===== src/rtl/bkup_pkg.sv =====
`timescale 1ns/1ps
package bkup_pkg;
   typedef enum logic {
      SRC_MAIN = 1'b0,
      SRC_BATT = 1'b1
   } src_e;
endpackage


===== src/rtl/bkup_src_select.sv =====
`timescale 1ns/1ps
// Two-state source selector with a hysteresis band centred on the battery code.
module bkup_src_select
   import bkup_pkg::*;
#(
   parameter int CODE_W  = 13,
   parameter int HYST_MV = 10
) (
   input  logic              clk,
   input  logic              rst_n,
   input  logic              upd,
   input  logic [CODE_W-1:0] vcc,
   input  logic [CODE_W-1:0] vbat,
   output src_e              src
);
   localparam int EXT_W = CODE_W + 1;
   localparam logic [EXT_W-1:0] HYST_X = EXT_W'(HYST_MV);

   initial begin
      assert (HYST_MV > 0 && HYST_MV < (1 << CODE_W))
         else $error("bkup_src_select: HYST_MV out of range");
   end

   logic [EXT_W-1:0] vcc_x, vbat_x;
   logic             fall_trip, rise_trip;
   src_e             src_q, src_d;

   // widened sums: no wrap at either end of the code range
   assign vcc_x     = {1'b0, vcc};
   assign vbat_x    = {1'b0, vbat};
   assign fall_trip = (vcc_x + HYST_X) <= vbat_x;
   assign rise_trip = vcc_x >= (vbat_x + HYST_X);

   always_comb begin
      src_d = src_q;
      if (upd) begin
         unique case (src_q)
            SRC_MAIN: if (fall_trip) src_d = SRC_BATT;
            SRC_BATT: if (rise_trip) src_d = SRC_MAIN;
            default:  src_d = SRC_MAIN;
         endcase
      end
   end

   always_ff @(posedge clk or negedge rst_n) begin
      if (!rst_n) src_q <= SRC_MAIN;
      else        src_q <= src_d;
   end

   assign src = src_q;

   // no qualified sample, no change
   p_hold_src_r8: assert property (@(posedge clk) disable iff (!rst_n)
      !upd |=> $stable(src));
   // falling supply crosses the lower band edge
   p_to_batt_r5: assert property (@(posedge clk) disable iff (!rst_n)
      (upd && src == SRC_MAIN && ({1'b0, vcc} + HYST_X) <= {1'b0, vbat})
      |=> src == SRC_BATT);
   // inside the band the battery stays selected
   p_no_chatter_r6: assert property (@(posedge clk) disable iff (!rst_n)
      (upd && src == SRC_BATT && {1'b0, vcc} < ({1'b0, vbat} + HYST_X))
      |=> src == SRC_BATT);
   // rising supply crosses the upper band edge
   p_to_main_r6: assert property (@(posedge clk) disable iff (!rst_n)
      (upd && src == SRC_BATT && {1'b0, vcc} >= ({1'b0, vbat} + HYST_X))
      |=> src == SRC_MAIN);
endmodule


===== src/rtl/bkup_level_flags.sv =====
`timescale 1ns/1ps
// Registered supply-good and auxiliary-low flags, updated on qualified samples.
module bkup_level_flags #(
   parameter int CODE_W      = 13,
   parameter int RESET_MV    = 4500,
   parameter int AUX_TRIP_MV = 1300
) (
   input  logic              clk,
   input  logic              rst_n,
   input  logic              upd,
   input  logic [CODE_W-1:0] vcc,
   input  logic [CODE_W-1:0] vbat,
   input  logic [CODE_W-1:0] aux,
   output logic              sup_good,
   output logic              aux_low_n
);
   localparam logic [CODE_W-1:0] RESET_C = CODE_W'(RESET_MV);
   localparam logic [CODE_W-1:0] TRIP_C  = CODE_W'(AUX_TRIP_MV);

   initial begin
      assert (RESET_MV > 0 && RESET_MV < (1 << CODE_W))
         else $error("bkup_level_flags: RESET_MV out of range");
      assert (AUX_TRIP_MV > 0 && AUX_TRIP_MV < (1 << CODE_W))
         else $error("bkup_level_flags: AUX_TRIP_MV out of range");
   end

   logic good_q, auxn_q;
   logic above_rst, above_bat, aux_under;

   assign above_rst = vcc > RESET_C;
   assign above_bat = vcc > vbat;
   assign aux_under = aux < TRIP_C;

   always_ff @(posedge clk or negedge rst_n) begin
      if (!rst_n) begin
         good_q <= 1'b0;
         auxn_q <= 1'b1;
      end else if (upd) begin
         good_q <= above_rst;
         auxn_q <= !(aux_under && above_bat);
      end
   end

   assign sup_good  = good_q;
   assign aux_low_n = auxn_q;

   // flags hold without a qualified sample
   p_hold_flags_r8: assert property (@(posedge clk) disable iff (!rst_n)
      !upd |=> ($stable(sup_good) && $stable(aux_low_n)));
   // a sample above the reset level yields supply good
   p_good_r4: assert property (@(posedge clk) disable iff (!rst_n)
      (upd && vcc > RESET_C) |=> sup_good);
   // detector is inactive unless the supply is above the battery
   p_aux_idle_r7: assert property (@(posedge clk) disable iff (!rst_n)
      (upd && vcc <= vbat) |=> aux_low_n);
endmodule


===== src/rtl/bkup_ce_gate.sv =====
`timescale 1ns/1ps
// Write-protect gate: passes the active-low enable only while the supply is good.
module bkup_ce_gate (
   input  logic ce_in_n,
   input  logic sup_good,
   output logic ce_out_n
);
   assign ce_out_n = ce_in_n | ~sup_good;
endmodule


===== src/rtl/bkup_switch_ctrl.sv =====
`timescale 1ns/1ps
module bkup_switch_ctrl
   import bkup_pkg::*;
#(
   parameter int CODE_W      = 13,
   parameter int RESET_MV    = 4500,
   parameter int HYST_MV     = 10,
   parameter int AUX_TRIP_MV = 1300
) (
   input  logic              clk,
   input  logic              rst_n,
   input  logic              sample_vld,
   input  logic [CODE_W-1:0] vcc_mv,
   input  logic [CODE_W-1:0] vbat_mv,
   input  logic [CODE_W-1:0] aux_mv,
   input  logic              ce_in_n,
   output logic              on_battery,
   output logic              ce_out_n,
   output logic              pwr_ok,
   output logic              aux_low_n
);
   initial begin
      assert (CODE_W >= 4 && CODE_W <= 24)
         else $error("bkup_switch_ctrl: CODE_W out of range");
   end

   src_e src;
   logic sup_good;

   bkup_src_select #(.CODE_W(CODE_W), .HYST_MV(HYST_MV)) u_sel (
      .clk(clk), .rst_n(rst_n), .upd(sample_vld),
      .vcc(vcc_mv), .vbat(vbat_mv), .src(src)
   );

   bkup_level_flags #(.CODE_W(CODE_W), .RESET_MV(RESET_MV),
                      .AUX_TRIP_MV(AUX_TRIP_MV)) u_flags (
      .clk(clk), .rst_n(rst_n), .upd(sample_vld),
      .vcc(vcc_mv), .vbat(vbat_mv), .aux(aux_mv),
      .sup_good(sup_good), .aux_low_n(aux_low_n)
   );

   bkup_ce_gate u_gate (
      .ce_in_n(ce_in_n), .sup_good(sup_good), .ce_out_n(ce_out_n)
   );

   assign on_battery = (src == SRC_BATT);
   assign pwr_ok     = sup_good;

   // memory write-protected in brownout
   p_ce_blocked_r3: assert property (@(posedge clk) disable iff (!rst_n)
      !pwr_ok |-> ce_out_n);
   // an asserted enable passes while power is good
   p_ce_follow_r2: assert property (@(posedge clk) disable iff (!rst_n)
      (pwr_ok && !ce_in_n) |-> !ce_out_n);
endmodule


===== config.mk =====
export PLATFORM = sky130hd
export DESIGN_NAME = bkup_switch_ctrl
export DESIGN_NICKNAME = d
export VERILOG_FILES = /design/src/rtl/bkup_pkg.sv /design/src/rtl/bkup_src_select.sv /design/src/rtl/bkup_level_flags.sv /design/src/rtl/bkup_ce_gate.sv /design/src/rtl/bkup_switch_ctrl.sv
export SDC_FILE = /design/constraint.sdc
export NUM_CORES = 1
export LEC_CHECK = 0
export BUFFER_PORTS_ARGS = -buffer_cell sky130_fd_sc_hd__buf_2
export CORE_MARGIN = 1.5
export CORE_UTILIZATION = 51
export DETAILED_ROUTE_END_ITERATION = 8
export GPL_TIMING_DRIVEN = 0
export HOLD_SLACK_MARGIN = 0.05
export PLACE_DENSITY = 0.82
export SETUP_SLACK_MARGIN = 0.4
export SLEW_MARGIN = 5
export SYNTH_ARGS = -nofsm -noshare
export SYNTH_HDL_FRONTEND = slang
export SYNTH_SLANG_ARGS = --single-unit

===== constraint.sdc =====
create_clock -name clk -period 1 [get_ports clk]
set_input_delay 0 -clock clk [delete_from_list [all_inputs] [get_ports clk]]
set_output_delay 0 -clock clk [all_outputs]
set_load 0.02 [all_outputs]

## Yosys cells after proc, flatten, opt, wreduce, memory -nomap -nowiden

Cells that the tools add are included.

| storage, ports and cells | value |
|---|---|
| word-level logic and storage cells | 18 |
| flip-flop bits (word level) | 3 |
| output and inout port bits | 4 |
| input port bits | 43 |

| cells by class | value |
|---|---|
| add/subtract/negate cells | 2 |
| reduce and logical (&&, ||, !) cells | 2 |
| multiplexer cells | 3 |
| $lt $le $gt $ge | 5 |
| bitwise gates (word level) | 3 |

Operator list:

| cell | count |
|---|---|
| 13-bit by 4-bit adder with 14-bit output, second input constant | 2 |
| 13-bit by 14-bit greater-or-equal comparator with 1-bit output | 1 |
| 14-bit by 13-bit less-or-equal comparator with 1-bit output | 1 |
| 13-bit greater-than comparator | 1 |
| 13-bit greater-than comparator, second input constant | 1 |
| 13-bit by 11-bit less-than comparator with 1-bit output, second input constant | 1 |
| 1-bit two-way mux | 2 |
| 1-bit NOT | 2 |
| 1-bit one-hot mux with 2 select lines | 1 |
| 1-bit logical AND | 1 |
| 1-bit zero test | 1 |
| 1-bit OR | 1 |

## Longest topological paths before layout

Gate-level depths: netlist (run 1).

| depth | value |
|---|---|
| word-level depth | 4 |
| mapped depth | 11 |
| gate-level depth less buffers | 11 |

## By module

Synthesis (run 1) repeated with hierarchy kept, for this count alone.

| second synthesis, totals | value |
|---|---|
| cells, all modules | 188 |
| area total of the unflattened synthesis | 1471.4 sq um |

Modules (own cells, without submodules):

| module | cells each | sequential area each (sq um) | times used | area each (sq um) |
|---|---|---|---|---|
| bkup_src_select | 129 | 25.0 | 1 | 993.5 |
| bkup_level_flags | 58 | 51.3 | 1 | 471.7 |
| bkup_ce_gate | 1 | 0.0 | 1 | 6.3 |

## Least setup slack after synthesis (run 1)

OpenSTA, ideal clock, no wires.

| path | value |
|---|---|
| path type | input-to-reg |
| from | in vcc_mv[1] |
| to | reg u_sel.src_q, in the netlist u_sel.src |
| arrival | 1.739 ns |
| path buffers | 0 |
| setup time | 0.142 ns |
| slack | -0.881 ns |
| cell stages on the path | 11 |
| required time | 0.858 ns |
| path through | ha_1 -> o2111ai_2 -> nor2_1 -> nand3_1 -> xnor2_1 -> ha_1 -> nand3_1 -> or3_1 -> a21oi_1 -> nand4b_1 -> nand4_1 |

| between the ends | value |
|---|---|
| word-level cells in the longest chain between the ends | 4 |
| elaborated cells between the ends (all ways) | 6 |
| classes of those cells | 1 x add/sub; 2 x order compare; 3 x mux |

Ends and longest elaborated chain:

| element | RTL line | source |
|---|---|---|
| start, declared | bkup_switch_ctrl.sv:13 | `input logic [CODE_W-1:0] vcc_mv,` |
| 13-bit by 4-bit adder with 14-bit output | bkup_src_select.sv:31 | `assign fall_trip = (vcc_x + HYST_X) <= vbat_x;` |
| 14-bit by 13-bit less-or-equal comparator with 1-bit output | bkup_src_select.sv:31 |  |
| 1-bit two-way mux | bkup_src_select.sv:38 | `SRC_MAIN: if (fall_trip) src_d = SRC_BATT;` |
| 1-bit one-hot mux with 2 select lines * | bkup_src_select.sv:37 | `unique case (src_q)` |
| end signal, assigned | bkup_src_select.sv:47 | `else src_q <= src_d;` |
| end, declared | bkup_src_select.sv:26 | `src_e src_q, src_d;` |

Mark *: on every way between the ends. The rest lies on a longest branch, timed or not.
A chain may end at the register's enable or synchronous reset.

## Final worst setup path (run 1)

| path | value |
|---|---|
| from | in vbat_mv[6] |
| to | reg u_sel.src_q, in the netlist u_sel.src |

| between the ends | value |
|---|---|
| word-level cells in the longest chain between the ends | 4 |
| elaborated cells between the ends (all ways) | 6 |
| classes of those cells | 1 x add/sub; 2 x order compare; 3 x mux |

Ends and longest elaborated chain:

| element | RTL line | source |
|---|---|---|
| start, declared | bkup_switch_ctrl.sv:14 | `input logic [CODE_W-1:0] vbat_mv,` |
| 13-bit by 4-bit adder with 14-bit output | bkup_src_select.sv:32 | `assign rise_trip = vcc_x >= (vbat_x + HYST_X);` |
| 13-bit by 14-bit greater-or-equal comparator with 1-bit output | bkup_src_select.sv:32 |  |
| 1-bit two-way mux | bkup_src_select.sv:39 | `SRC_BATT: if (rise_trip) src_d = SRC_MAIN;` |
| 1-bit one-hot mux with 2 select lines * | bkup_src_select.sv:37 |  |

Marks and branches as above.

==> report_table.html, run 1 <==
<table>
<tr><th>Metric</th><th>Value</th></tr>
<tr><th colspan="2">Die</th></tr>
<tr><td>Horizontal die dimension</td><td>around 55 um</td></tr>
<tr><td>Effective utilization at floorplan</td><td>55.2%</td></tr>
<tr><td>I/O Pins</td><td>47</td></tr>
<tr><td>Die Area</td><td>3050 um2</td></tr>
<tr><td>Placeable core region</td><td>between 2000 and 3000 um2</td></tr>
<tr><td>Y dimension of the die</td><td>roughly 55 um</td></tr>
<tr><td>Row cnt</td><td>18</td></tr>
<tr><th colspan="2">Status</th></tr>
<tr><td>Violated checks</td><td>hold timing, setup timing</td></tr>
<tr><td>Status</td><td>complete, but fails checks</td></tr>
<tr><th colspan="2">GRT</th></tr>
<tr><td>Global route total overflow</td><td>0</td></tr>
<tr><td>Pin count of the biggest net entering global routing</td><td>8</td></tr>
<tr><td>Via count of the first global-routing pass</td><td>1683</td></tr>
<tr><td>First-pass GRT wire length</td><td>7020 um</td></tr>
<tr><td>Initial antenna violation count</td><td>0</td></tr>
<tr><td>Gr usage total</td><td>around 28%</td></tr>
<tr><th colspan="2">STA</th></tr>
<tr><td>Final worst setup slack</td><td>-758 ps</td></tr>
<tr><td>Fin Clk Skew</td><td>0 ps</td></tr>
<tr><td>Hold Violations, Final</td><td>1</td></tr>
<tr><td>Final number of setup-violating endpoints</td><td>2</td></tr>
<tr><td>Shortest clock period the worst path allows after layout</td><td>1760 ps</td></tr>
<tr><td>Hold slack</td><td>-2.02 ps</td></tr>
<tr><td>Worst Tran Pin Value</td><td>roughly 480 ps</td></tr>
<tr><td>Total Negative Setup Slacks</td><td>-903 ps</td></tr>
<tr><td>Final max-slew violation count</td><td>0</td></tr>
<tr><td>Fmax</td><td>between 500 and 600 MHz</td></tr>
<tr><td>Relative slew slack</td><td>between 60 and 70%</td></tr>
<tr><td>Portion of the clock cycle consumed by the worst path in the final layout</td><td>176%</td></tr>
<tr><td>Unrepaired setup endpoints after global routing</td><td>yes</td></tr>
<tr><th colspan="2">Clocking</th></tr>
<tr><td>Clock transition at the registers of the reported paths</td><td>40 ps</td></tr>
<tr><td>Maximum clock insertion buffer count</td><td>2</td></tr>
<tr><td>Number of clock sinks seen by CTS</td><td>3</td></tr>
<tr><td>Later-pin clock latency in the skew report</td><td>about 250 ps</td></tr>
<tr><td>Maximum level of the CTS H-tree</td><td>1</td></tr>
<tr><td>Clock tree root driver cell</td><td>sky130_fd_sc_hd__clkbuf_4</td></tr>
<tr><td>Hold_buf cts</td><td>1</td></tr>
<tr><td>Number of clock buffers inserted by TritonCTS</td><td>3</td></tr>
<tr><td>Clock tree from TritonCTS</td><td>done</td></tr>
<tr><th colspan="2">Synthesis</th></tr>
<tr><td>Avg Inst Size Synth</td><td>7.82 um2</td></tr>
<tr><td>Share of flip-flops with an asynchronous set or reset</td><td>100%</td></tr>
<tr><td>Syn Std Cell Area</td><td>1390 um2</td></tr>
<tr><td>Part of the Yosys area used for sequential elements</td><td>5.48%</td></tr>
<tr><td>Count of state elements after synthesis</td><td>3</td></tr>
<tr><td>Most frequently used cell type in the post-synthesis netlist</td><td>sky130_fd_sc_hd__ha_1</td></tr>
<tr><td>Biggest area consumer among synthesized cells</td><td>sky130_fd_sc_hd__ha_1</td></tr>
<tr><td>Leading cell types by count after synthesis</td><td>sky130_fd_sc_hd__ha_1, sky130_fd_sc_hd__xnor2_1, sky130_fd_sc_hd__inv_1</td></tr>
<tr><td>Number of distinct standard cells referenced by the synthesized netlist</td><td>37</td></tr>
<tr><td>Post-synth top flop</td><td>sky130_fd_sc_hd__dfrtp_1</td></tr>
<tr><td>Area share of the largest cell type after synthesis</td><td>35.0%</td></tr>
<tr><td>Synth Net Count</td><td>260</td></tr>
<tr><td>Post-synth EDFFs</td><td>0</td></tr>
<tr><td>Most area-consuming cells after synthesis</td><td>sky130_fd_sc_hd__ha_1, sky130_fd_sc_hd__xnor2_1, sky130_fd_sc_hd__o21ai_0</td></tr>
<tr><td>Synthesis Warnings</td><td>0</td></tr>
<tr><td>Instance count of the mapped netlist</td><td>178</td></tr>
<tr><th colspan="2">Finish</th></tr>
<tr><td>Multi-input gate area in the final layout</td><td>1500 um2</td></tr>
<tr><td>Area added between synthesis and finish</td><td>53.2%</td></tr>
<tr><td>Number of fillers in the final layout</td><td>156</td></tr>
<tr><td>Net count of the finished layout</td><td>322</td></tr>
<tr><td>Register area</td><td>76.3 um2</td></tr>
<tr><td>Fraction of layout instances using a drive strength above 1</td><td>41.0%</td></tr>
<tr><td>Final antenna diode count</td><td>0</td></tr>
<tr><th colspan="2">Setup path</th></tr>
<tr><td>CP arrival</td><td>1870 ps</td></tr>
<tr><td>Crit Path Max Fanout</td><td>5</td></tr>
<tr><td>Endpoint required time on the critical path</td><td>1110 ps</td></tr>
<tr><td>Largest stage delay on the critical path</td><td>around 300 ps</td></tr>
<tr><td>Slowest-stage cell, CP</td><td>sky130_fd_sc_hd__ha_1</td></tr>
<tr><td>Capturing point of the worst reg2reg path</td><td>u_sel.src$_DFFE_PN0P_</td></tr>
<tr><td>Critical register-to-register path startpoint</td><td>u_sel.src$_DFFE_PN0P_</td></tr>
<tr><td>Kind of end point of the critical path</td><td>flop</td></tr>
<tr><td>Critical path class</td><td>in -&gt; reg</td></tr>
<tr><td>Reg-to-reg setup timing slack</td><td>-90 ps</td></tr>
<tr><td>Worst reg2reg path depth</td><td>3</td></tr>
<tr><td>Ordered list of cells on the worst path</td><td>buf_8 &gt; nand4_1 &gt; buf_6 &gt; buf_4 &gt; nor2_1 &gt; xnor2_1 &gt; ha_1 &gt; nand4_1 &gt; buf_4 &gt; o311ai_4 &gt; nand4_1</td></tr>
<tr><td>Startpoint class of the critical path</td><td>primary input</td></tr>
<tr><td>Most common cell type on the critical path</td><td>sky130_fd_sc_hd__nand4_1</td></tr>
<tr><th colspan="2">Hold path</th></tr>
<tr><td>Endpoint of the worst hold-timing path</td><td>u_flags.aux_low_n$_DFFE_PN1P_</td></tr>
<tr><td>Classification of the worst-slack hold path</td><td>in -&gt; reg</td></tr>
<tr><td>Launch instance of the worst min-delay path</td><td>aux_mv[10]</td></tr>
<tr><td>Depth of the worst hold-timing path</td><td>3</td></tr>
<tr><th colspan="2">Drt</th></tr>
<tr><td>Drt via density</td><td>6.07</td></tr>
<tr><td>Antenna violation net count after detailed routing</td><td>0</td></tr>
<tr><td>Number of vias in the routed layout</td><td>between 1500 and 2000</td></tr>
<tr><td>Final routed DRC violation total</td><td>0</td></tr>
<tr><td>Drt first pass iters</td><td>4</td></tr>
<tr><td>WL per Instance</td><td>16.5 um</td></tr>
<tr><td>First-iteration detailed-routing DRC count</td><td>a little over 60</td></tr>
<tr><td>Overall routed net length</td><td>4450 um</td></tr>
<tr><th colspan="2">Power</th></tr>
<tr><td>Leakage power total</td><td>0.000981 uW</td></tr>
<tr><td>Peak supply drop</td><td>812 uV</td></tr>
<tr><td>Pwr per Cell Area</td><td>681 nW/um2</td></tr>
<tr><th colspan="2">Job</th></tr>
<tr><td>Max-capacitance violation count</td><td>0</td></tr>
<tr><th colspan="2">Placement</th></tr>
<tr><td>Port bufs</td><td>44</td></tr>
<tr><td>Detail Placement HPWL</td><td>3200 um</td></tr>
<tr><td>Global placement routability congestion</td><td>approximately 0.87</td></tr>
</table>
[placed cells by master (no fill, tap or decap), types with 3 or more instances in the layout]
cell and count:
sky130_fd_sc_hd__a21o_1 7, sky130_fd_sc_hd__a21oi_1 9, sky130_fd_sc_hd__buf_2 32, sky130_fd_sc_hd__buf_4 13, sky130_fd_sc_hd__buf_6 8, sky130_fd_sc_hd__clkbuf_4 3
sky130_fd_sc_hd__ha_1 31, sky130_fd_sc_hd__ha_4 8, sky130_fd_sc_hd__inv_1 9, sky130_fd_sc_hd__inv_2 3, sky130_fd_sc_hd__nand2_1 9, sky130_fd_sc_hd__nand3_1 3
sky130_fd_sc_hd__nand4_1 8, sky130_fd_sc_hd__nor2_1 6, sky130_fd_sc_hd__nor2_2 3, sky130_fd_sc_hd__nor2b_1 3, sky130_fd_sc_hd__nor3_1 4, sky130_fd_sc_hd__nor4_1 4
sky130_fd_sc_hd__o21ai_0 10, sky130_fd_sc_hd__xnor2_1 16, sky130_fd_sc_hd__xor2_1 3
[kinds of logic (layout without fill, tap and decap cells)]
kind of cell | Yosys count | after routing | share of synthesized area, %
buffers and inverters | 16 | 77 | 4.31
flip-flops | 3 | 3 | 5.48
AND/OR/NAND/NOR | 56 | 56 | 21.2
adder cells (fa/ha/maj) | 39 | 39 | 35.0
XOR/XNOR | 20 | 20 | 12.6
AO/OA/AOI/OAI | 44 | 44 | 21.4
[area by class of cell]
type / count / share of cell area [%]
clock buffers: 4 / 1.23
inverters: 16 / 3.87
multi-input cells: 159 / 70.4
flip-flops and latches: 3 / 3.58
well taps: 30 / 1.76
repair buffers: 57 / 19.1
[worst max path at each step]
stage                          start                    end  slack [ps]  cells after the start
after global routing      vbat_mv[6]  u_sel.src$_DFFE_PN0P_        -890                     12
after CTS                  vcc_mv[3]  u_sel.src$_DFFE_PN0P_        -710                     12
after global placement    vbat_mv[1]  u_sel.src$_DFFE_PN0P_       -1220                      9
after detailed placement  vbat_mv[1]  u_sel.src$_DFFE_PN0P_       -1200                      9
after floorplan            vcc_mv[2]  u_sel.src$_DFFE_PN0P_        -740                     10
final                     vbat_mv[6]  u_sel.src$_DFFE_PN0P_        -760                     11
[worst max-delay path, delay by kind of cell]
kind                     cells  cell delay [ps]
AO/OA/AOI/OAI                1              300
XOR/XNOR                     1               90
adder cells (fa/ha/maj)      1              300
buffers and inverters        4              590
AND/OR/NAND/NOR              4              580
[sequential cells by signal, summed over array words and instances (netlist names)]
register	flops
u_flags.aux_low_n	1
u_flags.sup_good	1
u_sel.src	1
[report_power, final]
| part | total (uW) | switching, uW | internal, uW |
|---|---|---|---|
| logic | 1040 | 530 | 512 |
| registers | 181 | 35.8 | 146 |
| clock network | 230 | 79.6 | 151 |
| total | 1450 | 645 | 808 |
[metal layers]
layer / vias to the layer above / global-route usage, % / wire length (um) / part of all wire [%]
li1: 788 / - / - / -
met4: 0 / 11.5 / 116 / 2.6
met5: - / 0 / 0 / 0
met3: 11 / 1.41 / 235 / 5.3
met2: 64 / 50.3 / 2140 / 48
met1: 769 / 34.3 / 1950 / 44
[metrics by stage]
step | cell area [um2] | power, uW | instances | setup slack (ps) | utilization (%)
floorplan | 1520 | 672 | 178 | -741 | -
CTS | 1990 | 1340 | 266 | -714 | 79.0
finish | 2130 | 1450 | 269 | -758 | 84.6
detailed placement | 1770 | 975 | 252 | -1200 | 70.3
global route | 2130 | 1560 | 269 | -887 | 84.6
global placement | 1770 | 941 | 252 | -1220 | 70.3
[timing repair]
item                                    CTS  global route
hold endpoints to repair                  5             2
resized for setup                        34            25
setup buffers                             9             3
endpoints found under the setup margin    7             7
pin swaps                                14            16
Note: power is estimated with default switching activity, not from simulation.
==> inputs of run 2 (changes only) <==
- CORE_UTILIZATION: 51 -> 52
- SYNTH_HIERARCHICAL: not set -> 1
==> report_table.html, run 2 <==
<table>
<tr><th>Metric</th><th>Value</th></tr>
<tr><th colspan="2">Status</th></tr>
<tr><td>Status</td><td>complete, but fails checks</td></tr>
<tr><td>Violated checks</td><td>setup timing</td></tr>
<tr><th colspan="2">Synthesis</th></tr>
<tr><td>Syn Std Cell Area</td><td>1470 um2</td></tr>
<tr><td>Post-synth top flop</td><td>sky130_fd_sc_hd__dfrtp_1</td></tr>
<tr><td>Instance count of the mapped netlist</td><td>188</td></tr>
<tr><td>Count of state elements after synthesis</td><td>3</td></tr>
<tr><td>Post-synthesis share of cell area spent on xor and xnor gates</td><td>about an eighth</td></tr>
<tr><td>Adder-cell share of the synthesized area</td><td>34.0%</td></tr>
<tr><td>Biggest area consumer among synthesized cells</td><td>sky130_fd_sc_hd__ha_1</td></tr>
<tr><td>Number of distinct standard cells referenced by the synthesized netlist</td><td>40</td></tr>
<tr><td>Leading cell types by count after synthesis</td><td>sky130_fd_sc_hd__ha_1, sky130_fd_sc_hd__inv_1, sky130_fd_sc_hd__xnor2_1</td></tr>
<tr><td>Area share of the largest cell type after synthesis</td><td>approximately 34%</td></tr>
<tr><td>Main combinational cell family by area after synthesis</td><td>adder cells</td></tr>
<tr><td>Simple-gate area share of the yosys netlist</td><td>20.0%</td></tr>
<tr><td>Synthesis Warnings</td><td>6</td></tr>
<tr><td>Most frequently used cell type in the post-synthesis netlist</td><td>sky130_fd_sc_hd__ha_1</td></tr>
<tr><td>Area fraction in compound gates after synthesis</td><td>21.1%</td></tr>
<tr><td>Synth Net Count</td><td>271</td></tr>
<tr><td>Share of flip-flops with an asynchronous set or reset</td><td>100%</td></tr>
<tr><td>Most area-consuming cells after synthesis</td><td>sky130_fd_sc_hd__ha_1, sky130_fd_sc_hd__xnor2_1, sky130_fd_sc_hd__inv_1</td></tr>
<tr><td>Post-synth EDFFs</td><td>0</td></tr>
<tr><td>Part of the Yosys area used for sequential elements</td><td>between 5 and 6%</td></tr>
<tr><td>Multiplexer area fraction after synthesis</td><td>0.680%</td></tr>
<tr><td>Avg Inst Size Synth</td><td>7.83 um2</td></tr>
<tr><th colspan="2">Finish</th></tr>
<tr><td>Multi-input gate area in the final layout</td><td>around 1400 um2</td></tr>
<tr><td>Final design area excluding fillers</td><td>2130 um2</td></tr>
<tr><td>Most common cell after layout, fill and taps aside</td><td>sky130_fd_sc_hd__ha_1</td></tr>
<tr><td>Fraction of layout instances using a drive strength above 1</td><td>35.7%</td></tr>
<tr><td>Final core utilization</td><td>78.8%</td></tr>
<tr><td>Area added between synthesis and finish</td><td>45.1%</td></tr>
<tr><td>Final antenna diode count</td><td>0</td></tr>
<tr><td>Net count of the finished layout</td><td>333</td></tr>
<tr><td>Number of fillers in the final layout</td><td>184</td></tr>
<tr><td>Top library cells by usage in the layout, fill and taps aside</td><td>sky130_fd_sc_hd__ha_1, sky130_fd_sc_hd__buf_2, sky130_fd_sc_hd__inv_1</td></tr>
<tr><td>Register area</td><td>77.6 um2</td></tr>
<tr><th colspan="2">Setup path</th></tr>
<tr><td>Capturing point of the worst reg2reg path</td><td>u_flags/aux_low_n$_DFFE_PN1P_</td></tr>
<tr><td>Ordered list of cells on the worst path</td><td>buf_2 &gt; inv_1 &gt; or3_4 &gt; nor2_2 &gt; xnor2_1 &gt; ha_1 &gt; a21oi_1 &gt; nand2_1 &gt; a211o_1 &gt; a21oi_1 &gt; o31ai_1 &gt; a41oi_1</td></tr>
<tr><td>Worst reg2reg path depth</td><td>3</td></tr>
<tr><td>Endpoint required time on the critical path</td><td>1150 ps</td></tr>
<tr><td>CP arrival</td><td>just under 2000 ps</td></tr>
<tr><td>Most common cell type on the critical path</td><td>sky130_fd_sc_hd__a21oi_1</td></tr>
<tr><td>Critical path class</td><td>in -&gt; reg</td></tr>
<tr><td>Startpoint class of the critical path</td><td>primary input</td></tr>
<tr><td>Reg-to-reg setup timing slack</td><td>-70 ps</td></tr>
<tr><td>Crit Path Max Fanout</td><td>4</td></tr>
<tr><td>Largest stage delay on the critical path</td><td>410 ps</td></tr>
<tr><td>Critical register-to-register path startpoint</td><td>u_flags/aux_low_n$_DFFE_PN1P_</td></tr>
<tr><td>Kind of end point of the critical path</td><td>flop</td></tr>
<tr><td>Slowest-stage cell, CP</td><td>sky130_fd_sc_hd__or3_4</td></tr>
<tr><th colspan="2">Drt</th></tr>
<tr><td>Final routed DRC violation total</td><td>0</td></tr>
<tr><td>Overall routed net length</td><td>around 4300 um</td></tr>
<tr><td>Drt via density</td><td>5.93</td></tr>
<tr><td>Drt first pass iters</td><td>4</td></tr>
<tr><td>First-iteration detailed-routing DRC count</td><td>59</td></tr>
<tr><td>Number of vias in the routed layout</td><td>roughly 1700</td></tr>
<tr><td>Antenna violation net count after detailed routing</td><td>0</td></tr>
<tr><td>WL per Instance</td><td>~15 um</td></tr>
<tr><th colspan="2">Clocking</th></tr>
<tr><td>Number of clock sinks seen by CTS</td><td>3</td></tr>
<tr><td>Clock tree root driver cell</td><td>sky130_fd_sc_hd__clkbuf_4</td></tr>
<tr><td>Clock transition at the registers of the reported paths</td><td>40 ps</td></tr>
<tr><td>Number of clock buffers inserted by TritonCTS</td><td>3</td></tr>
<tr><td>Later-pin clock latency in the skew report</td><td>240 ps</td></tr>
<tr><td>Maximum clock insertion buffer count</td><td>2</td></tr>
<tr><td>Maximum level of the CTS H-tree</td><td>1</td></tr>
<tr><td>Clock tree from TritonCTS</td><td>done</td></tr>
<tr><th colspan="2">STA</th></tr>
<tr><td>Fin Clk Skew</td><td>0 ps</td></tr>
<tr><td>Unrepaired setup endpoints after global routing</td><td>yes</td></tr>
<tr><td>Worst Tran Pin Value</td><td>299 ps</td></tr>
<tr><td>Shortest clock period the worst path allows after layout</td><td>1840 ps</td></tr>
<tr><td>Relative slew slack</td><td>79.7%</td></tr>
<tr><td>Hold Violations, Final</td><td>0</td></tr>
<tr><td>Final worst setup slack</td><td>-837 ps</td></tr>
<tr><td>Final number of setup-violating endpoints</td><td>2</td></tr>
<tr><td>Fmax</td><td>~540 MHz</td></tr>
<tr><td>Hold slack</td><td>46.1 ps</td></tr>
<tr><td>Final max-slew violation count</td><td>0</td></tr>
<tr><td>Portion of the clock cycle consumed by the worst path in the final layout</td><td>184%</td></tr>
<tr><th colspan="2">Power</th></tr>
<tr><td>Switching Fraction</td><td>41.9%</td></tr>
<tr><td>Pwr per Cell Area</td><td>about 600 nW/um2</td></tr>
<tr><td>Clock Power Share</td><td>16.9%</td></tr>
<tr><td>Peak supply drop</td><td>585 uV</td></tr>
<tr><td>Net switching power figure</td><td>547 uW</td></tr>
<tr><td>Internal power consumption</td><td>758 uW</td></tr>
<tr><td>Combinational cell fraction of total power</td><td>between 70% and 80%</td></tr>
<tr><td>Leakage power total</td><td>between 0.001 and 0.0015 uW</td></tr>
<tr><td>Seq pwr share</td><td>12.6%</td></tr>
<tr><th colspan="2">GRT</th></tr>
<tr><td>Gr usage total</td><td>29.5%</td></tr>
<tr><td>Pin count of the biggest net entering global routing</td><td>9</td></tr>
<tr><td>Global route total overflow</td><td>0</td></tr>
<tr><td>Via count of the first global-routing pass</td><td>about 1600</td></tr>
<tr><td>Initial antenna violation count</td><td>0</td></tr>
<tr><td>First-pass GRT wire length</td><td>around 7400 um</td></tr>
<tr><th colspan="2">Die</th></tr>
<tr><td>Row cnt</td><td>19</td></tr>
<tr><td>Die Area</td><td>between 3000 and 4000 um2</td></tr>
<tr><td>Effective utilization at floorplan</td><td>54.3%</td></tr>
<tr><td>Y dimension of the die</td><td>approximately 56 um</td></tr>
<tr><td>I/O Pins</td><td>47</td></tr>
<tr><td>Horizontal die dimension</td><td>between 50 and 60 um</td></tr>
<tr><td>Placeable core region</td><td>2710 um2</td></tr>
<tr><th colspan="2">Placement</th></tr>
<tr><td>Global placement routability congestion</td><td>0.899</td></tr>
<tr><td>Detail Placement HPWL</td><td>3030 um</td></tr>
<tr><td>Port bufs</td><td>44</td></tr>
<tr><td>Minimum setup slack after placement</td><td>-1290 ps</td></tr>
<tr><td>Dpl cell area</td><td>1770 um2</td></tr>
<tr><th colspan="2">Hold path</th></tr>
<tr><td>Endpoint of the worst hold-timing path</td><td>u_flags/sup_good$_DFFE_PN0P_</td></tr>
<tr><td>Launch instance of the worst min-delay path</td><td>sample_vld</td></tr>
<tr><td>Depth of the worst hold-timing path</td><td>2</td></tr>
<tr><td>Classification of the worst-slack hold path</td><td>in -&gt; reg</td></tr>
<tr><th colspan="2">Job</th></tr>
<tr><td>Max-capacitance violation count</td><td>0</td></tr>
</table>
-- run 2: layout make-up --
type                       count  share of cell area, %
inverter                      28                   5.28
multi-input combinational    157                   66.6
timing repair buffer          57                   21.5
clock buffer                   4                   1.23
sequential                     3                   3.63
tap                           31                   1.82
-- run 2: per-stage QoR --
step                      TNS (ps)  total power [uW]  cells
after global routing         -1090              1420    280
after floorplan               -863               623    188
after global placement       -1570               872    263
final                         -909              1310    280
after detailed placement     -1650               889    263
after CTS                     -816              1260    280
-- run 2: worst max path at each step --
| stage | start | end | slack, ps | cells past startpoint |
|---|---|---|---|---|
| after floorplan | vcc_mv[1] | u_sel/src$_DFFE_PN0P_ | -830 | 12 |
| after global placement | vcc_mv[1] | u_sel/src$_DFFE_PN0P_ | -1250 | 13 |
| after detailed placement | vcc_mv[1] | u_sel/src$_DFFE_PN0P_ | -1290 | 13 |
| after CTS | vcc_mv[2] | u_sel/src$_DFFE_PN0P_ | -820 | 13 |
| after global routing | vcc_mv[6] | u_sel/src$_DFFE_PN0P_ | -980 | 12 |
| final | vbat_mv[4] | u_sel/src$_DFFE_PN0P_ | -840 | 12 |
-- run 2: worst max-delay path, delay by kind of cell --
kind	cells	cell delay [ps]
XOR/XNOR	1	80
AO/OA/AOI/OAI	5	770
AND/OR/NAND/NOR	3	580
buffers and inverters	2	220
adder cells (fa/ha/maj)	1	330
-- run 2: metal layers --
metal  GRT usage (%)  up-vias  routed length, um
met4            10.9        0                 85
met1            35.6      774               1830
met5               0        -                  0
met3            3.72       11                177
li1                -      820                  -
met2            52.8       54               2210
-- run 2: logic make-up (layout without fill, tap and decap cells) --
family	after synthesis	in the layout
AO/OA/AOI/OAI	45	45
multiplexers	1	1
adder cells (fa/ha/maj)	40	40
XOR/XNOR	20	20
flip-flops	3	3
buffers and inverters	28	89
AND/OR/NAND/NOR	51	51
-- run 2: what timing repair did --
action | 4_1_cts | 5_1_grt
setup endpoints to repair | 7 | 7
buffers inserted | 12 | 0
gates resized for setup | 56 | 4
hold buffers | 1 | 0
hold endpoints to repair | 4 | 0
pin swaps | 14 | 2
-- run 2: power groups by stage --
stage               Sequential, uW  Clock (uW)  Combinational, uW
finish                         164         220                920
global route                   167         237               1020
CTS                            163         225                876
detailed placement             160           0                729
global placement               159           0                712
floorplan                      180           0                443
==> inputs of run 3 (changes only) <==
- SKIP_LAST_GASP: not set -> 1
==> report_table.html, run 3 (same netlist as run 2, synthesis figures left out) <==
<table>
<tr><th>Metric</th><th>Value</th></tr>
<tr><th colspan="2">Clocking</th></tr>
<tr><td>Number of clock sinks seen by CTS</td><td>3</td></tr>
<tr><td>Maximum level of the CTS H-tree</td><td>1</td></tr>
<tr><td>Later-pin clock latency in the skew report</td><td>240 ps</td></tr>
<tr><td>Clock tree root driver cell</td><td>sky130_fd_sc_hd__clkbuf_4</td></tr>
<tr><td>Clock tree from TritonCTS</td><td>done</td></tr>
<tr><td>Maximum clock insertion buffer count</td><td>2</td></tr>
<tr><td>Number of clock buffers inserted by TritonCTS</td><td>3</td></tr>
<tr><td>Clock transition at the registers of the reported paths</td><td>30 ps</td></tr>
<tr><th colspan="2">Die</th></tr>
<tr><td>Die Area</td><td>3160 um2</td></tr>
<tr><td>I/O Pins</td><td>47</td></tr>
<tr><td>Placeable core region</td><td>2710 um2</td></tr>
<tr><td>Y dimension of the die</td><td>roughly 56 um</td></tr>
<tr><td>Effective utilization at floorplan</td><td>a little over half</td></tr>
<tr><td>Horizontal die dimension</td><td>56.2 um</td></tr>
<tr><td>Row cnt</td><td>19</td></tr>
<tr><th colspan="2">Setup path</th></tr>
<tr><td>Worst reg2reg path depth</td><td>3</td></tr>
<tr><td>Endpoint required time on the critical path</td><td>between 1000 and 1500 ps</td></tr>
<tr><td>Reg-to-reg setup timing slack</td><td>0 ps</td></tr>
<tr><td>Startpoint class of the critical path</td><td>primary input</td></tr>
<tr><td>Crit Path Max Fanout</td><td>4</td></tr>
<tr><td>Critical path class</td><td>in -&gt; reg</td></tr>
<tr><td>Critical register-to-register path startpoint</td><td>u_flags/aux_low_n$_DFFE_PN1P_</td></tr>
<tr><td>Capturing point of the worst reg2reg path</td><td>u_flags/aux_low_n$_DFFE_PN1P_</td></tr>
<tr><td>Most common cell type on the critical path</td><td>sky130_fd_sc_hd__a21oi_2</td></tr>
<tr><td>Largest stage delay on the critical path</td><td>410 ps</td></tr>
<tr><td>Slowest-stage cell, CP</td><td>sky130_fd_sc_hd__or3_4</td></tr>
<tr><td>Kind of end point of the critical path</td><td>flop</td></tr>
<tr><td>Ordered list of cells on the worst path</td><td>buf_2 &gt; inv_2 &gt; or3_4 &gt; nor2_2 &gt; xnor2_1 &gt; ha_1 &gt; a21oi_2 &gt; nand2_1 &gt; a211o_1 &gt; a21oi_2 &gt; o31ai_1 &gt; a41oi_1</td></tr>
<tr><td>CP arrival</td><td>2030 ps</td></tr>
<tr><th colspan="2">Drt</th></tr>
<tr><td>Final routed DRC violation total</td><td>0</td></tr>
<tr><td>WL per Instance</td><td>between 10 and 15 um</td></tr>
<tr><td>Drt via density</td><td>5.77</td></tr>
<tr><td>Antenna violation net count after detailed routing</td><td>0</td></tr>
<tr><td>First-iteration detailed-routing DRC count</td><td>78</td></tr>
<tr><td>Drt first pass iters</td><td>4</td></tr>
<tr><td>Overall routed net length</td><td>4230 um</td></tr>
<tr><td>Number of vias in the routed layout</td><td>1640</td></tr>
<tr><th colspan="2">Power</th></tr>
<tr><td>Peak supply drop</td><td>670 uV</td></tr>
<tr><td>Total Power Consumption</td><td>between 1000 and 1500 uW</td></tr>
<tr><td>Leakage power total</td><td>~0.0010 uW</td></tr>
<tr><td>Pwr per Cell Area</td><td>607 nW/um2</td></tr>
<tr><th colspan="2">Hold path</th></tr>
<tr><td>Endpoint of the worst hold-timing path</td><td>u_flags/sup_good$_DFFE_PN0P_</td></tr>
<tr><td>Depth of the worst hold-timing path</td><td>2</td></tr>
<tr><td>Classification of the worst-slack hold path</td><td>in -&gt; reg</td></tr>
<tr><td>Launch instance of the worst min-delay path</td><td>sample_vld</td></tr>
<tr><th colspan="2">STA</th></tr>
<tr><td>Unrepaired setup endpoints after global routing</td><td>yes</td></tr>
<tr><td>Fin Clk Skew</td><td>0 ps</td></tr>
<tr><td>Hold slack</td><td>57.6 ps</td></tr>
<tr><td>Final max-slew violation count</td><td>0</td></tr>
<tr><td>Worst Tran Pin Value</td><td>306 ps</td></tr>
<tr><td>Fmax</td><td>527 MHz</td></tr>
<tr><td>Relative slew slack</td><td>around four fifths</td></tr>
<tr><td>Hold Violations, Final</td><td>0</td></tr>
<tr><td>Final number of setup-violating endpoints</td><td>2</td></tr>
<tr><td>Portion of the clock cycle consumed by the worst path in the final layout</td><td>190%</td></tr>
<tr><td>Total Negative Setup Slacks</td><td>-949 ps</td></tr>
<tr><td>Final worst setup slack</td><td>-897 ps</td></tr>
<tr><td>Shortest clock period the worst path allows after layout</td><td>1900 ps</td></tr>
<tr><th colspan="2">Finish</th></tr>
<tr><td>Multi-input gate area in the final layout</td><td>1420 um2</td></tr>
<tr><td>Number of fillers in the final layout</td><td>190</td></tr>
<tr><td>Register area</td><td>about 78 um2</td></tr>
<tr><td>Fraction of layout instances using a drive strength above 1</td><td>between 30% and 40%</td></tr>
<tr><td>Final antenna diode count</td><td>0</td></tr>
<tr><td>Area added between synthesis and finish</td><td>44.6%</td></tr>
<tr><td>Net count of the finished layout</td><td>337</td></tr>
<tr><td>Final core utilization</td><td>78.5%</td></tr>
<tr><td>Most common cell after layout, fill and taps aside</td><td>sky130_fd_sc_hd__ha_1</td></tr>
<tr><td>Top library cells by usage in the layout, fill and taps aside</td><td>sky130_fd_sc_hd__ha_1, sky130_fd_sc_hd__buf_2, sky130_fd_sc_hd__inv_1</td></tr>
<tr><th colspan="2">Status</th></tr>
<tr><td>Status</td><td>complete, but fails checks</td></tr>
<tr><td>Violated checks</td><td>setup timing</td></tr>
<tr><th colspan="2">Placement</th></tr>
<tr><td>Detail Placement HPWL</td><td>between 3000 and 4000 um</td></tr>
<tr><td>Global placement routability congestion</td><td>0.899</td></tr>
<tr><td>Port bufs</td><td>44</td></tr>
<tr><th colspan="2">GRT</th></tr>
<tr><td>Pin count of the biggest net entering global routing</td><td>9</td></tr>
<tr><td>Gr usage total</td><td>28.8%</td></tr>
<tr><td>First-pass GRT wire length</td><td>slightly above 7000 um</td></tr>
<tr><td>Via count of the first global-routing pass</td><td>about 1600</td></tr>
<tr><td>Global route total overflow</td><td>0</td></tr>
<tr><td>Initial antenna violation count</td><td>0</td></tr>
<tr><th colspan="2">Job</th></tr>
<tr><td>Max-capacitance violation count</td><td>0</td></tr>
</table>
[run 3: cell count changes in the layout (fill, tap and decap cells not counted), sizes merged]
cell  previous run  this run
buf             56        60
[run 3: worst max-delay path by stage]
stage,from,endpoint,slack (ps),cells past startpoint
finish,vbat_mv[4],u_sel/src$_DFFE_PN0P_,-900,12
global placement,vcc_mv[1],u_sel/src$_DFFE_PN0P_,-1250,13
global route,vcc_mv[5],u_sel/src$_DFFE_PN0P_,-1050,12
floorplan,vcc_mv[1],u_sel/src$_DFFE_PN0P_,-830,12
CTS,vcc_mv[5],u_sel/src$_DFFE_PN0P_,-850,12
detailed placement,vcc_mv[1],u_sel/src$_DFFE_PN0P_,-1290,13
[run 3: critical path: cells and delay by family]
kind	cells	cell delay (ps)
AOI/OAI and AO/OA	5	860
xor gates and xnor gates	1	120
adders and majority gates	1	290
buffers and inverters	2	200
and+or+nand+nor	3	570
[run 3: layer usage]
layer	vias up	GRT usage, %	share of wire [%]	wire (um)
li1	819	-	-	-
met1	765	33.8	43	1820
met2	48	52.4	52	2210
met3	8	2.79	3.2	135
met4	0	12.6	1.6	67
met5	-	0	0	0
[run 3: metrics by stage]
stage	cell area [um2]	instances	setup slack, ps
after floorplan	1510	188	-825
after global placement	1770	263	-1250
after detailed placement	1770	263	-1290
after CTS	2080	280	-855
after global routing	2130	284	-1050
final	2130	284	-897
[run 3: final cells by class]
| cell class | instances | share of cell area (%) |
|---|---|---|
| Multi-Input combinational cell | 157 | 66.8 |
| Timing Repair Buffer | 61 | 21.2 |
| Sequential cell | 3 | 3.64 |
| Tap cell | 31 | 1.82 |
| Clock buffer | 4 | 1.23 |
| Inverter | 28 | 5.29 |
[run 3: timing repair]
action,in CTS,in global routing
hold buffers,1,0
endpoints found under the hold margin,4,0
setup buffers,12,4
gates cloned,0,0
endpoints found under the setup margin,7,7
pin swaps,14,8
resized for setup,47,5
[run 3: power by group]
part	internal, uW	switching (uW)	total, uW
clock	149	63.9	213
sequential	142	22.0	164
combinational	460	456	915
